[config.mk]
export PLATFORM = sky130hd
export DESIGN_NAME = cmd_stream_decoder
export DESIGN_NICKNAME = d
export VERILOG_FILES = /design/src/rtl/cmd_dec_pkg.sv /design/src/rtl/cmd_sym_classify.sv /design/src/rtl/cmd_frame_align.sv /design/src/rtl/cmd_stream_decoder.sv
export SDC_FILE = /design/constraint.sdc
export NUM_CORES = 1
export LEC_CHECK = 0
export ABC_AREA = 1
export BUFFER_PORTS_ARGS = -buffer_cell sky130_fd_sc_hd__buf_4
export CORE_ASPECT_RATIO = 1.1
export CORE_MARGIN = 2
export CORE_UTILIZATION = 60
export CTS_CLUSTER_SIZE = 20
export DETAILED_ROUTE_END_ITERATION = 10
export PLACE_DENSITY = 0.78
export SYNTH_ARGS = -nofsm -noshare
export SYNTH_HDL_FRONTEND = slang
export SYNTH_SLANG_ARGS = --single-unit
[constraint.sdc]
create_clock -name clk -period 10.5 [get_ports clk]
set_input_delay 2.1 -clock clk [delete_from_list [all_inputs] [get_ports clk]]
set_output_delay 2.1 -clock clk [all_outputs]
set_load 0.02 [all_outputs]
[src/rtl/cmd_dec_pkg.sv]
package cmd_dec_pkg;
    localparam int SYM_W      = 8;
    localparam int FRAME_W    = 2 * SYM_W;
    localparam int DSYM_W     = 5;
    localparam int FRAME_BITS = 2 * DSYM_W;
    localparam int NUM_DATA   = 32;
    localparam int NUM_TRIG   = 15;
    localparam int NUM_CMD    = 7;
    localparam int TRIG_BASE  = NUM_DATA;
    localparam int CMD_BASE   = NUM_DATA + NUM_TRIG;

    typedef enum logic [1:0] {K_DATA, K_TRIG, K_CMD, K_BAD} sym_kind_t;
    typedef enum logic [2:0] {OP_BCR, OP_ECR, OP_CAL, OP_PULSE, OP_WRREG, OP_RDREG, OP_NOP} op_t;
    typedef enum logic [1:0] {AL_HUNT, AL_ALIGN, AL_LOCK} align_st_t;

    typedef struct packed {
        sym_kind_t          kind;
        logic [DSYM_W-1:0]  val;
    } sym_info_t;

    // binomial coefficient for k <= 4
    function automatic int choose(input int n, input int k);
        case (k)
            1: return n;
            2: return n * (n - 1) / 2;
            3: return n * (n - 1) * (n - 2) / 6;
            4: return n * (n - 1) * (n - 2) * (n - 3) / 24;
            default: return 0;
        endcase
    endfunction

    // combinatorial-number-system rank of a four-ones byte
    function automatic logic [6:0] sym_rank(input logic [SYM_W-1:0] s);
        int acc;
        int ones;
        acc  = 0;
        ones = 0;
        for (int p = 0; p < SYM_W; p++) begin
            if (s[p]) begin
                ones = ones + 1;
                acc  = acc + choose(p, ones);
            end
        end
        return acc[6:0];
    endfunction
endpackage

[src/rtl/cmd_sym_classify.sv]
module cmd_sym_classify
    import cmd_dec_pkg::*;
(
    input  logic [SYM_W-1:0] sym,
    output sym_info_t        info
);
    localparam logic [6:0] TRIG_B = 7'(TRIG_BASE);
    localparam logic [6:0] CMD_B  = 7'(CMD_BASE);
    localparam logic [6:0] CMD_E  = 7'(CMD_BASE + NUM_CMD);
    localparam logic [6:0] TRIG_O = 7'(TRIG_BASE - 1);

    logic [6:0] rank;
    logic [6:0] t_off;
    logic [6:0] c_off;

    always_comb begin
        rank      = sym_rank(sym);
        t_off     = rank - TRIG_O;
        c_off     = rank - CMD_B;
        info.kind = K_BAD;
        info.val  = '0;
        if ($countones(sym) == SYM_W / 2) begin
            if (rank < TRIG_B) begin
                info.kind = K_DATA;
                info.val  = rank[DSYM_W-1:0];
            end else if (rank < CMD_B) begin
                info.kind = K_TRIG;
                info.val  = t_off[DSYM_W-1:0];
            end else if (rank < CMD_E) begin
                info.kind = K_CMD;
                info.val  = c_off[DSYM_W-1:0];
            end
        end
    end
endmodule

[src/rtl/cmd_frame_align.sv]
module cmd_frame_align
    import cmd_dec_pkg::*;
#(
    parameter logic [15:0] SYNC_WORD   = 16'h817E,
    parameter int          LOCK_SYNCS  = 16,
    parameter int          UNLOCK_BADS = 8
) (
    input  logic               clk,
    input  logic               rst_n,
    input  logic               ser_bit,
    input  logic               frame_bad,
    output logic               locked,
    output logic               frame_stb,
    output logic [FRAME_W-1:0] frame
);
    localparam int SC_W = $clog2(LOCK_SYNCS + 1);
    localparam int BC_W = $clog2(UNLOCK_BADS + 1);
    localparam int BT_W = $clog2(FRAME_W);
    localparam logic [BT_W-1:0] BIT_LAST = BT_W'(FRAME_W - 1);

    typedef struct packed {
        align_st_t          st;
        logic [FRAME_W-1:0] sh;
        logic [BT_W-1:0]    bitc;
        logic [SC_W-1:0]    syncs;
        logic [BC_W-1:0]    bads;
        logic               stb;
        logic [FRAME_W-1:0] frm;
    } al_t;

    al_t q, d;
    logic [FRAME_W-1:0] sh_n;

    always_comb begin
        d     = q;
        d.stb = 1'b0;
        sh_n  = {q.sh[FRAME_W-2:0], ser_bit};
        d.sh  = sh_n;
        unique case (q.st)
            AL_HUNT: begin
                if (sh_n == SYNC_WORD) begin
                    d.bitc  = '0;
                    d.syncs = SC_W'(1);
                    d.bads  = '0;
                    d.st    = (LOCK_SYNCS <= 1) ? AL_LOCK : AL_ALIGN;
                end
            end
            AL_ALIGN: begin
                d.bitc = q.bitc + 1'b1;
                if (q.bitc == BIT_LAST) begin
                    if (sh_n == SYNC_WORD) begin
                        d.syncs = q.syncs + 1'b1;
                        if (int'(q.syncs) + 1 >= LOCK_SYNCS) begin
                            d.st   = AL_LOCK;
                            d.bads = '0;
                        end
                    end else begin
                        d.st    = AL_HUNT;
                        d.syncs = '0;
                    end
                end
            end
            AL_LOCK: begin
                d.bitc = q.bitc + 1'b1;
                if (q.bitc == BIT_LAST) begin
                    d.stb = 1'b1;
                    d.frm = sh_n;
                end
                if (q.stb) begin
                    if (frame_bad) begin
                        if (int'(q.bads) + 1 >= UNLOCK_BADS) begin
                            d.st    = AL_HUNT;
                            d.syncs = '0;
                            d.bads  = '0;
                        end else begin
                            d.bads = q.bads + 1'b1;
                        end
                    end else begin
                        d.bads = '0;
                    end
                end
            end
            default: d.st = AL_HUNT;
        endcase
    end

    always_ff @(posedge clk or negedge rst_n) begin
        if (!rst_n) begin
            q <= '{st: AL_HUNT, default: '0};
        end else begin
            q <= d;
        end
    end

    assign locked    = (q.st == AL_LOCK);
    assign frame_stb = q.stb;
    assign frame     = q.frm;
endmodule

[src/rtl/cmd_stream_decoder.sv]
module cmd_stream_decoder
    import cmd_dec_pkg::*;
#(
    parameter logic [15:0] SYNC_WORD   = 16'h817E,
    parameter int          LOCK_SYNCS  = 16,
    parameter int          UNLOCK_BADS = 8,
    parameter int          ID_W        = 3,
    parameter int          ADDR_W      = 9,
    parameter int          DATA_W      = 16
) (
    input  logic              clk,
    input  logic              rst_n,
    input  logic              ser_bit,
    input  logic [ID_W-1:0]   chip_id,
    output logic              locked,
    output logic              trig_valid,
    output logic [3:0]        trig_pattern,
    output logic [4:0]        trig_tag,
    output logic              bcr_pulse,
    output logic              ecr_pulse,
    output logic              cal_pulse,
    output logic              gpulse_pulse,
    output logic [FRAME_BITS-ID_W-1:0] cmd_arg,
    output logic              wr_strobe,
    output logic              rd_strobe,
    output logic [ADDR_W-1:0] reg_addr,
    output logic [DATA_W-1:0] reg_wdata,
    output logic              frame_err
);
    localparam int ARG_W     = FRAME_BITS - ID_W;
    localparam int WR_FRAMES = (ID_W + ADDR_W + DATA_W + FRAME_BITS - 1) / FRAME_BITS;
    localparam int RD_FRAMES = (ID_W + ADDR_W + FRAME_BITS - 1) / FRAME_BITS;
    localparam int PAY_W     = WR_FRAMES * FRAME_BITS;
    localparam int RD_TOP    = RD_FRAMES * FRAME_BITS - 1;
    localparam int LEFT_W    = $clog2(WR_FRAMES + 1);
    localparam logic [LEFT_W-1:0] WR_LEFT  = LEFT_W'(WR_FRAMES);
    localparam logic [LEFT_W-1:0] RD_LEFT  = LEFT_W'(RD_FRAMES);
    localparam logic [LEFT_W-1:0] ONE_LEFT = LEFT_W'(1);

    typedef struct packed {
        op_t               pend;
        logic [LEFT_W-1:0] left;
        logic [PAY_W-1:0]  pay;
        logic              trig;
        logic [3:0]        tpat;
        logic [4:0]        ttag;
        logic              bcr, ecr, cal, gp, wr, rd, err;
        logic [ADDR_W-1:0] addr;
        logic [DATA_W-1:0] wdata;
        logic [ARG_W-1:0]  arg;
    } dec_t;

    dec_t q, d;

    logic               frame_stb;
    logic               frame_bad;
    logic [FRAME_W-1:0] frame;
    sym_info_t          info [2];
    logic [PAY_W-1:0]   pay_n;
    op_t                op;
    logic               hi_cmd, lo_cmd;

    cmd_frame_align #(
        .SYNC_WORD  (SYNC_WORD),
        .LOCK_SYNCS (LOCK_SYNCS),
        .UNLOCK_BADS(UNLOCK_BADS)
    ) u_align (
        .clk      (clk),
        .rst_n    (rst_n),
        .ser_bit  (ser_bit),
        .frame_bad(frame_bad),
        .locked   (locked),
        .frame_stb(frame_stb),
        .frame    (frame)
    );

    // info[1] is the first (upper) symbol, info[0] the second
    for (genvar g = 0; g < 2; g++) begin : g_sym
        cmd_sym_classify u_cls (
            .sym (frame[g*SYM_W +: SYM_W]),
            .info(info[g])
        );
    end

    always_comb begin
        d       = q;
        d.trig  = 1'b0;
        d.bcr   = 1'b0;
        d.ecr   = 1'b0;
        d.cal   = 1'b0;
        d.gp    = 1'b0;
        d.wr    = 1'b0;
        d.rd    = 1'b0;
        d.err   = 1'b0;
        frame_bad = 1'b0;
        hi_cmd  = (info[1].kind == K_CMD);
        lo_cmd  = (info[0].kind == K_CMD);
        op      = op_t'(hi_cmd ? info[1].val[2:0] : info[0].val[2:0]);
        pay_n   = {q.pay[PAY_W-FRAME_BITS-1:0], info[1].val, info[0].val};
        if (!locked) begin
            d.left = '0;
        end else if (frame_stb) begin
            if (frame == SYNC_WORD) begin
                d.left = q.left;
            end else if (hi_cmd || lo_cmd) begin
                if (hi_cmd && lo_cmd && (info[1].val != info[0].val)) begin
                    d.err     = 1'b1;
                    frame_bad = 1'b1;
                    d.left    = '0;
                end else begin
                    d.err  = !(hi_cmd && lo_cmd);
                    d.left = '0;
                    d.pend = op;
                    unique case (op)
                        OP_BCR:           d.bcr  = 1'b1;
                        OP_ECR:           d.ecr  = 1'b1;
                        OP_CAL, OP_PULSE: d.left = ONE_LEFT;
                        OP_WRREG:         d.left = WR_LEFT;
                        OP_RDREG:         d.left = RD_LEFT;
                        default:          d.left = '0;
                    endcase
                end
            end else if (info[1].kind == K_TRIG && info[0].kind == K_DATA) begin
                d.trig = 1'b1;
                d.tpat = info[1].val[3:0];
                d.ttag = info[0].val;
            end else if (info[1].kind == K_DATA && info[0].kind == K_DATA) begin
                if (q.left != '0) begin
                    d.pay  = pay_n;
                    d.left = q.left - 1'b1;
                    if (q.left == ONE_LEFT) begin
                        unique case (q.pend)
                            OP_WRREG: if (pay_n[PAY_W-1 -: ID_W] == chip_id) begin
                                d.wr    = 1'b1;
                                d.addr  = pay_n[PAY_W-1-ID_W -: ADDR_W];
                                d.wdata = pay_n[PAY_W-1-ID_W-ADDR_W -: DATA_W];
                            end
                            OP_RDREG: if (pay_n[RD_TOP -: ID_W] == chip_id) begin
                                d.rd   = 1'b1;
                                d.addr = pay_n[RD_TOP-ID_W -: ADDR_W];
                            end
                            OP_CAL, OP_PULSE: if (pay_n[FRAME_BITS-1 -: ID_W] == chip_id) begin
                                d.cal = (q.pend == OP_CAL);
                                d.gp  = (q.pend == OP_PULSE);
                                d.arg = pay_n[ARG_W-1:0];
                            end
                            default: d.left = '0;
                        endcase
                    end
                end
            end else begin
                frame_bad = 1'b1;
                d.left    = '0;
            end
        end
    end

    always_ff @(posedge clk or negedge rst_n) begin
        if (!rst_n) begin
            q <= '{pend: OP_NOP, default: '0};
        end else begin
            q <= d;
        end
    end

    assign trig_valid   = q.trig;
    assign trig_pattern = q.tpat;
    assign trig_tag     = q.ttag;
    assign bcr_pulse    = q.bcr;
    assign ecr_pulse    = q.ecr;
    assign cal_pulse    = q.cal;
    assign gpulse_pulse = q.gp;
    assign cmd_arg      = q.arg;
    assign wr_strobe    = q.wr;
    assign rd_strobe    = q.rd;
    assign reg_addr     = q.addr;
    assign reg_wdata    = q.wdata;
    assign frame_err    = q.err;
endmodule

Word level (Yosys, flattened, before mapping)
Index checks and enable logic that the tools add are counted.
{"block": "op_classes", "addsub": 50, "order_cmp": 8, "eq_ne": 81, "n_mux": 135, "bitwise": 4, "reduce_logical": 40}
{"op": "32-bit by 2-bit == test with 1-bit output (second input constant)", "count": 22}
{"op": "32-bit two-way mux", "count": 19}
{"op": "32-bit by 1-bit == test with 1-bit output (second input constant)", "count": 14}
{"op": "32-bit by 2-bit adder with 32-bit output (second input constant)", "count": 12}
{"op": "32-bit by 3-bit == test with 1-bit output (second input constant)", "count": 8}
{"op": "7-bit two-way mux", "count": 32}
{"op": "32-bit adder", "count": 6}
{"op": "81-bit two-way mux", "count": 1}
{"op": "79-bit two-way mux", "count": 1}
{"op": "7-bit adder", "count": 10}
{"op": "32-bit by 4-bit == test with 1-bit output (second input constant)", "count": 2}
{"op": "49-bit two-way mux", "count": 1}
{"op": "7-bit by 6-bit < comparator with 1-bit output (second input constant)", "count": 6}
{"op": "40-bit two-way mux", "count": 1}
{"op": "13-bit one-hot mux with 3 select lines", "count": 1}
{"op": "2-bit two-way mux", "count": 18}
{"op": "4-bit two-way mux", "count": 9}
{"op": "6-bit one-hot mux with 3 select lines", "count": 2}
{"op": "17-bit two-way mux", "count": 2}
{"op": "16-bit == test (second input constant)", "count": 2}
{"op": "32-bit by 5-bit greater-or-equal comparator with 1-bit output (second input constant)", "count": 1}
{"op": "32-bit by 6-bit greater-or-equal comparator with 1-bit output (second input constant)", "count": 1}
{"op": "30-bit two-way mux", "count": 1}
{"op": "5-bit one-hot mux with 3 select lines", "count": 2}
{"op": "other kinds (53)", "count": 144}
{"block": "word_totals", "reg_bits": 131, "in_bits": 6, "word_cells": 341}

Longest topological paths before layout
{"block": "logic_depth", "word_depth": 36, "mapped_depth": 63}

Hierarchy
A second synthesis with hierarchy kept.
{"block": "hier_totals", "hier_cells": 1609, "area_unflattened_um2": 11325.9}
{"module": "cmd_stream_decoder", "instances": 1, "cells_each": 485, "area_per_inst_um2": 3890.0}
{"module": "cmd_sym_classify (g_sym[0].u_cls)", "instances": 1, "cells_each": 424, "area_per_inst_um2": 2557.5}
{"module": "cmd_sym_classify (g_sym[1].u_cls)", "instances": 1, "cells_each": 428, "area_per_inst_um2": 2537.4}
{"module": "cmd_frame_align", "instances": 1, "cells_each": 272, "area_per_inst_um2": 2341.0}

Least setup slack after synthesis
Ideal clock, no wire load.
{"block": "synth_path", "path_type": "reg2reg", "start": "register u_align.q (netlist bit u_align.frame[1])", "end": "register u_align.q[21] in the netlist's numbering", "setup_ps": 117, "arrival_ps": 7395, "slack_ps": 2988, "stages_incl_launch_ff": 50, "synth_period_minus_slack_ps": 7512, "cell_sequence": "dfrtp_1 > inv_1 > ha_1 > inv_1 > nand2_1 > nand2_1 > inv_1 > ha_1 > o21ai_0 > ha_1 > inv_1 > o21ai_0 > ha_1 > inv_1 > o21ai_0 > ha_1 > inv_1 > xor2_1 > [... 14 more ...] > nand2_2 > nand2_4 > inv_4 > nand2_4 > inv_4 > nand2_2 > nor2_1 > nand2_1 > nand2_1 > nor2_2 > nand3_4 > nand2_4 > nand2_2 > nand2_4 > nand2_8 > nand3_4 > nand2_1 > nand2_1"}
{"block": "synth_via", "elab_chain_cells": 33, "word_cells_on_any_way": 95, "classes_between": "add/sub: 17; order compare: 3; eq/ne: 26; mux: 36; reduce/logical: 13"}
{"item": "start, declared", "line": "cmd_frame_align.sv:31", "source": "al_t q, d;"}
{"item": "start signal, assigned", "line": "cmd_frame_align.sv:89", "source": "q <= '{st: AL_HUNT, default: '0};"}
{"item": "start signal, assigned", "line": "cmd_frame_align.sv:91", "source": "q <= d;"}
{"item": "32-bit two-way mux", "line": "cmd_dec_pkg.sv:39", "source": "if (s[p]) begin"}
{"item": "32-bit by 2-bit adder with 32-bit output", "line": "cmd_dec_pkg.sv:40", "source": "ones = ones + 1;"}
{"item": "32-bit two-way mux", "line": "cmd_dec_pkg.sv:39"}
{"item": "32-bit by 2-bit adder with 32-bit output", "line": "cmd_dec_pkg.sv:40"}
{"item": "32-bit two-way mux (tied with other cells)", "line": "cmd_dec_pkg.sv:39"}
{"item": "32-bit by 2-bit adder with 32-bit output / 2-bit OR reduction (equally long branches)"}
{"item": "32-bit two-way mux (tied with other cells)", "line": "cmd_dec_pkg.sv:39"}
{"item": "32-bit by 2-bit adder with 32-bit output (tied with other cells)", "line": "cmd_dec_pkg.sv:40"}
{"item": "[... 17 more ...]"}
{"item": "1-bit two-way mux / 1-bit logical AND (equally long branches)", "line": "cmd_stream_decoder.sv:127, cmd_stream_decoder.sv:106"}
{"item": "1-bit two-way mux (on tied branches)", "line": "cmd_stream_decoder.sv:123, cmd_stream_decoder.sv:106"}
{"item": "1-bit two-way mux", "line": "cmd_stream_decoder.sv:105", "source": "end else if (hi_cmd || lo_cmd) begin"}
{"item": "1-bit two-way mux (*)", "line": "cmd_stream_decoder.sv:103", "source": "if (frame == SYNC_WORD) begin"}
{"item": "1-bit two-way mux (*)", "line": "cmd_stream_decoder.sv:102", "source": "end else if (frame_stb) begin"}
{"item": "1-bit two-way mux (*)", "line": "cmd_stream_decoder.sv:100", "source": "if (!locked) begin"}
{"item": "2-bit by 1-bit != test with 1-bit output (no source line) (*)"}
{"item": "6-bit AND reduction (no source line) (*)"}
Every way passes the cells marked *; elsewhere a longest branch is shown, timed or not. The select of a mux whose other input is x is not followed.
A chain may end at the register's enable or synchronous reset.

Worst setup path after layout
{"block": "layout_path", "start": "register u_align.q (netlist bit u_align.frame[1])", "end": "register q (netlist bit reg_wdata[12])"}
{"block": "layout_via", "elab_chain_cells": 27, "word_cells_on_any_way": 85, "classes_between": "add/sub: 15; order compare: 3; eq/ne: 24; mux: 29; bitwise: 3; reduce/logical: 11"}
{"item": "32-bit two-way mux", "line": "cmd_dec_pkg.sv:39"}
{"item": "32-bit by 2-bit adder with 32-bit output", "line": "cmd_dec_pkg.sv:40"}
{"item": "32-bit two-way mux", "line": "cmd_dec_pkg.sv:39"}
{"item": "32-bit by 2-bit adder with 32-bit output", "line": "cmd_dec_pkg.sv:40"}
{"item": "32-bit two-way mux (tied with other cells)", "line": "cmd_dec_pkg.sv:39"}
{"item": "32-bit by 2-bit adder with 32-bit output / 2-bit OR reduction (equally long branches)"}
{"item": "32-bit two-way mux (tied with other cells)", "line": "cmd_dec_pkg.sv:39"}
{"item": "32-bit by 2-bit adder with 32-bit output (tied with other cells)", "line": "cmd_dec_pkg.sv:40"}
{"item": "[... 11 more ...]"}
{"item": "6-bit two-way mux", "line": "cmd_sym_classify.sv:29", "source": "end else if (rank < CMD_E) begin"}
{"item": "7-bit two-way mux", "line": "cmd_sym_classify.sv:26", "source": "end else if (rank < CMD_B) begin"}
{"item": "7-bit two-way mux", "line": "cmd_sym_classify.sv:23", "source": "if (rank < TRIG_B) begin"}
{"item": "7-bit two-way mux", "line": "cmd_sym_classify.sv:22", "source": "if ($countones(sym) == SYM_W / 2) begin"}
{"item": "2-bit == test / 2-bit logical NOT (equally long branches)", "line": "cmd_stream_decoder.sv:97, cmd_stream_decoder.sv:123, cmd_stream_decoder.sv:127"}
{"item": "1-bit logical OR / 1-bit logical AND (equally long branches)", "line": "cmd_stream_decoder.sv:105, cmd_stream_decoder.sv:123"}
{"item": "1-bit NOT (no source line)"}
{"item": "10-bit AND reduction (no source line) (*)"}
{"item": "end signal, assigned", "line": "cmd_stream_decoder.sv:160", "source": "q <= '{pend: OP_NOP, default: '0};"}
{"item": "end signal, assigned", "line": "cmd_stream_decoder.sv:162", "source": "q <= d;"}
{"item": "end, declared", "line": "cmd_stream_decoder.sv:53", "source": "dec_t q, d;"}
Marked as above.

==> Implementation_results.wiki <==
{| class="wikitable"
! Metric !! Value
|-
| Wire length of the first global-routing pass || 38.4 mm
|-
| Critical path's top delay family || adder cells
|-
| Crit path largest cell delay || roughly 0.53 ns
|-
| Antenna Violating Nets Remaining || 0
|-
| Post-Route WL || 22.2 mm
|-
| Count of warnings emitted by yosys || 0
|-
| Area of the placeable core || 0.0177 mm²
|-
| PD cells || 101 mW/mm²
|-
| Post-Route Skew || 0.00957 ns
|-
| Maximum level of the CTS H-tree || 4
|-
| Register area share after synthesis || between 20% and 30%
|-
| Die Footprint || 0.0191 mm²
|-
| Post-synthesis instance area || 0.0108 mm²
|-
| DP Wirelength || between 15 and 20 mm
|-
| Post-Syn Area per Cell || between 7 and 8 µm²
|-
| Count of clock tree sinks || 121
|-
| Via total after detailed routing || between 8000 and 9000
|-
| Standard cell with the maximum stage delay on the critical path || o21ai_0
|-
| Number of antenna violations at the first check in global routing || 0
|-
| Total Nets Final || 1564
|-
| Net count after synthesis || 1553
|-
| Clock root buffer master || clkbuf_16
|-
| Share of layout cells above drive strength 1 || 17.0%
|-
| Global-route usage over all layers || 24.3%
|-
| Share of power burned in combinational logic || 6.6%
|-
| Post-route DRC || 0
|-
| Post-Syn Instances || 1419
|-
| Residual overflow from global routing || 0
|-
| Count of buffer and inverter cells on the critical path || 10
|-
| Crit end category || flop
|-
| Num ports || 56
|-
| Buffers added on ports || 55
|-
| Maximum ir drop on the vdd rail || 0.116 mV
|-
| Antenna cells || 0
|-
| Maximum number of pins on one net before global-route repair || 82
|-
| Static Leakage || 6.18 nW
|-
| Crit start category || flop
|-
| Fillers || 1471
|-
| Hold-fix buffer count after cts || 0
|-
| Final setup violation count || 0
|-
| Clock power share || 52.3%
|-
| Crit Path Class || reg -> reg
|-
| Highest clock rate || 114 MHz
|-
| TritonCTS buffer count || 17
|-
| Status || complete, no violations
|-
| DRT iter0 DRCs || 580
|-
| Sequential Power Share || 41.1%
|-
| Max Fanout on Critical Path || 33
|-
| Clock-pin slew of the registers on the worst-case setup and hold paths || 0.06 ns
|-
| Crit share post-route || a little over four fifths
|-
| DR vias/cell || 5.24
|-
| Flop and latch count out of synthesis || between 100 and 150
|-
| Slew HR || 26.1%
|-
| Power dissipated by switching net loads || 0.303 mW
|-
| Initial Util || between 60% and 70%
|-
| Number of detailed-route iterations in the first pass || 5
|-
| Setup repair bufs after CTS || 0
|-
| Final number of max-transition violations || 0
|-
| Last weighted congestion value of the routability-driven placer || 0.860
|-
| Slew at the pin closest to its max-slew limit || 1.11 ns
|-
| EDFF count, synth || 0
|-
| Worst path arrival time || ~9.0 ns
|-
| Unrepaired setup endpoints after global routing || false
|-
| Net Sw Frac || 25.5%
|-
| Std cell rows || 51
|-
| Cell variety after synth || 61
|-
| Source-to-sink clock delay at the later pin of the worst-skew pair || 0.42 ns
|-
| Commonest register cell after synthesis || dfrtp_1
|-
| Max-cap violations || 0
|-
| Width of the die || 132 µm
|-
| Worst min-delay path class || reg -> reg
|-
| Number of global-route vias before repair || 8435
|-
| Final hold violations || 0
|-
| Int Power || 0.885 mW
|-
| Data required time of the worst path || 10.76 ns
|-
| Average wire length per cell after detail routing || 13.2 µm
|-
| Min cycle time layout || 8.75 ns
|-
| Most Frequent Cell on Critical Path || inv_1
|-
| Fraction of synthesis flops using an asynchronous set or reset pin || 100%
|-
| Area added between synthesis and finish || 8.58%
|-
| DIE HEIGHT || around 140 µm
|-
| Share of the core filled with cells in the final layout || 66.3%
|-
| Sum of negative setup slack || 0 ns
|-
| # resized after CTS || 0
|-
| Number of buffers between clock root and the deepest sink || 2
|-
| Overall power of the completed layout || 1.19 mW
|-
| TritonCTS clock tree || yes
|}
kinds of logic after synthesis:
kind of cell	Yosys count	synth area share, %
buffers and inverters	280	11.5
DFF	121	28.1
and+or+nand+nor	657	30.6
adders and majority gates	128	16.0
xor gates and xnor gates	35	3.05
AOI/OAI and AO/OA	187	9.79
muxes	11	1.09
flip-flops by register name, summed over array words and instances (netlist names), 4 cells and up:
register       cells
trig_pattern       4
trig_tag           5
u_align.q         15
reg_addr           9
u_align.d         15
pay_n             20
q                  5
reg_wdata         16
u_align.frame     16
cmd_arg            7
cells in the final DEF, fill, tap and decap left out, drive strengths merged, types with 3 or more instances in the layout:
master / instances
nand2: 372
inv: 224
o21ai: 135
dfrtp: 119
ha: 112
nor2: 112
nand3: 107
buf: 56
a21oi: 33
xor2: 25
nand4: 20
clkbuf: 17
fa: 16
nor3: 16
or2: 12
xnor2: 10
mux2i: 8
nand3b: 7
o22ai: 5
nor4: 5
a31oi: 5
and2: 3
bufinv: 3
mux2: 3
clkinv: 3
synth_stat cells, types with 3 or more instances:
cell type | count | share of area (%)
xor2_1 | 23 | 1.9
buf_4 | 41 | 2.9
nor2_1 | 90 | 3.1
nand3b_1 | 7 | 0.49
o22ai_1 | 5 | 0.29
nor4_1 | 4 | 0.23
nand3_2 | 23 | 2.1
and2_1 | 3 | 0.17
nand3_4 | 3 | 0.49
dfrtp_1 | 119 | 28
nor2_2 | 13 | 0.75
fa_1 | 16 | 3.0
nor2_4 | 6 | 0.63
inv_1 | 191 | 6.6
nand3_1 | 81 | 3.8
a31oi_2 | 3 | 0.35
nand2_1 | 331 | 12
o21ai_0 | 94 | 4.4
nand2_2 | 24 | 1.4
nand2_4 | 16 | 1.7
ha_1 | 112 | 13
nor3_1 | 13 | 0.60
nor2_8 | 3 | 0.56
xnor2_1 | 9 | 0.73
nand4_1 | 17 | 0.99
buf_2 | 8 | 0.37
or2_2 | 10 | 0.58
o21ai_2 | 12 | 0.97
clkbuf_1 | 13 | 0.45
o21ai_1 | 29 | 1.3
inv_2 | 20 | 0.70
mux2i_1 | 8 | 0.74
a21oi_1 | 32 | 1.5
path summary, 6_finish.rpt:
check | slack, ns | depth (start not counted) | start | endpoint
worst max-delay path | 1.75 | 41 | u_align.frame[1] | reg_wdata[12]
worst min-delay path | 0.40 | 0 | u_align.d[44] | u_align.d[45]
worst max register to register | 1.75 | 41 | u_align.frame[1] | reg_wdata[12]
worst min register to register | 0.40 | 0 | u_align.d[44] | u_align.d[45]
max in group asynchronous | 7.44 | 2 | rst_n | reg_wdata[15]
min in group asynchronous | 1.65 | 1 | rst_n | reg_addr[3]
metrics by stage:
stage | worst slack [ns] | instances | cell area, µm² | hold WS (ns)
2_1_floorplan | 2.99 | 1419 | 10800 | 0.367
3_3_place_gp | 2.07 | 1649 | 11100 | 0.388
3_5_place_dp | 1.76 | 1649 | 11100 | 0.393
4_1_cts | 1.71 | 1681 | 11700 | 0.400
5_1_grt | 0.825 | 1681 | 11700 | 0.426
6_report | 1.75 | 1681 | 11700 | 0.396
layer usage:
| metal | global-route usage [%] | vias to the layer above | share of wire (%) | wire [µm] |
|---|---|---|---|---|
| met2 | 42.1 | 153 | 48 | 10700 |
| met3 | 3.41 | 31 | 2.9 | 636 |
| met5 | 0 | - | 0 | 0 |
| met1 | 32.1 | 4074 | 47 | 10500 |
| li1 | - | 4544 | - | - |
| met4 | 7.21 | 0 | 1.9 | 412 |
power by group through the flow:
| stage | clock network, mW | logic [mW] | registers (mW) |
|---|---|---|---|
| after floorplan | 0 | 0.0550 | 0.494 |
| after global placement | 0 | 0.0778 | 0.496 |
| after detailed placement | 0 | 0.0790 | 0.497 |
| after CTS | 0.627 | 0.0795 | 0.488 |
| after global routing | 0.650 | 0.0899 | 0.490 |
| final | 0.622 | 0.0780 | 0.488 |
area by class of cell:
class / count / area, µm² / area share [%]
Clock buffer: 17 / 425 / 3.63
Clock inverter: 15 / 199 / 1.70
Inverter: 216 / 821 / 7.00
Multi-Input combinational cell: 1018 / 6520 / 55.7
Sequential cell: 121 / 3030 / 25.9
Tap cell: 238 / 298 / 2.54
Timing Repair Buffer: 56 / 420 / 3.59
Power figures use the tool's default switching activity.
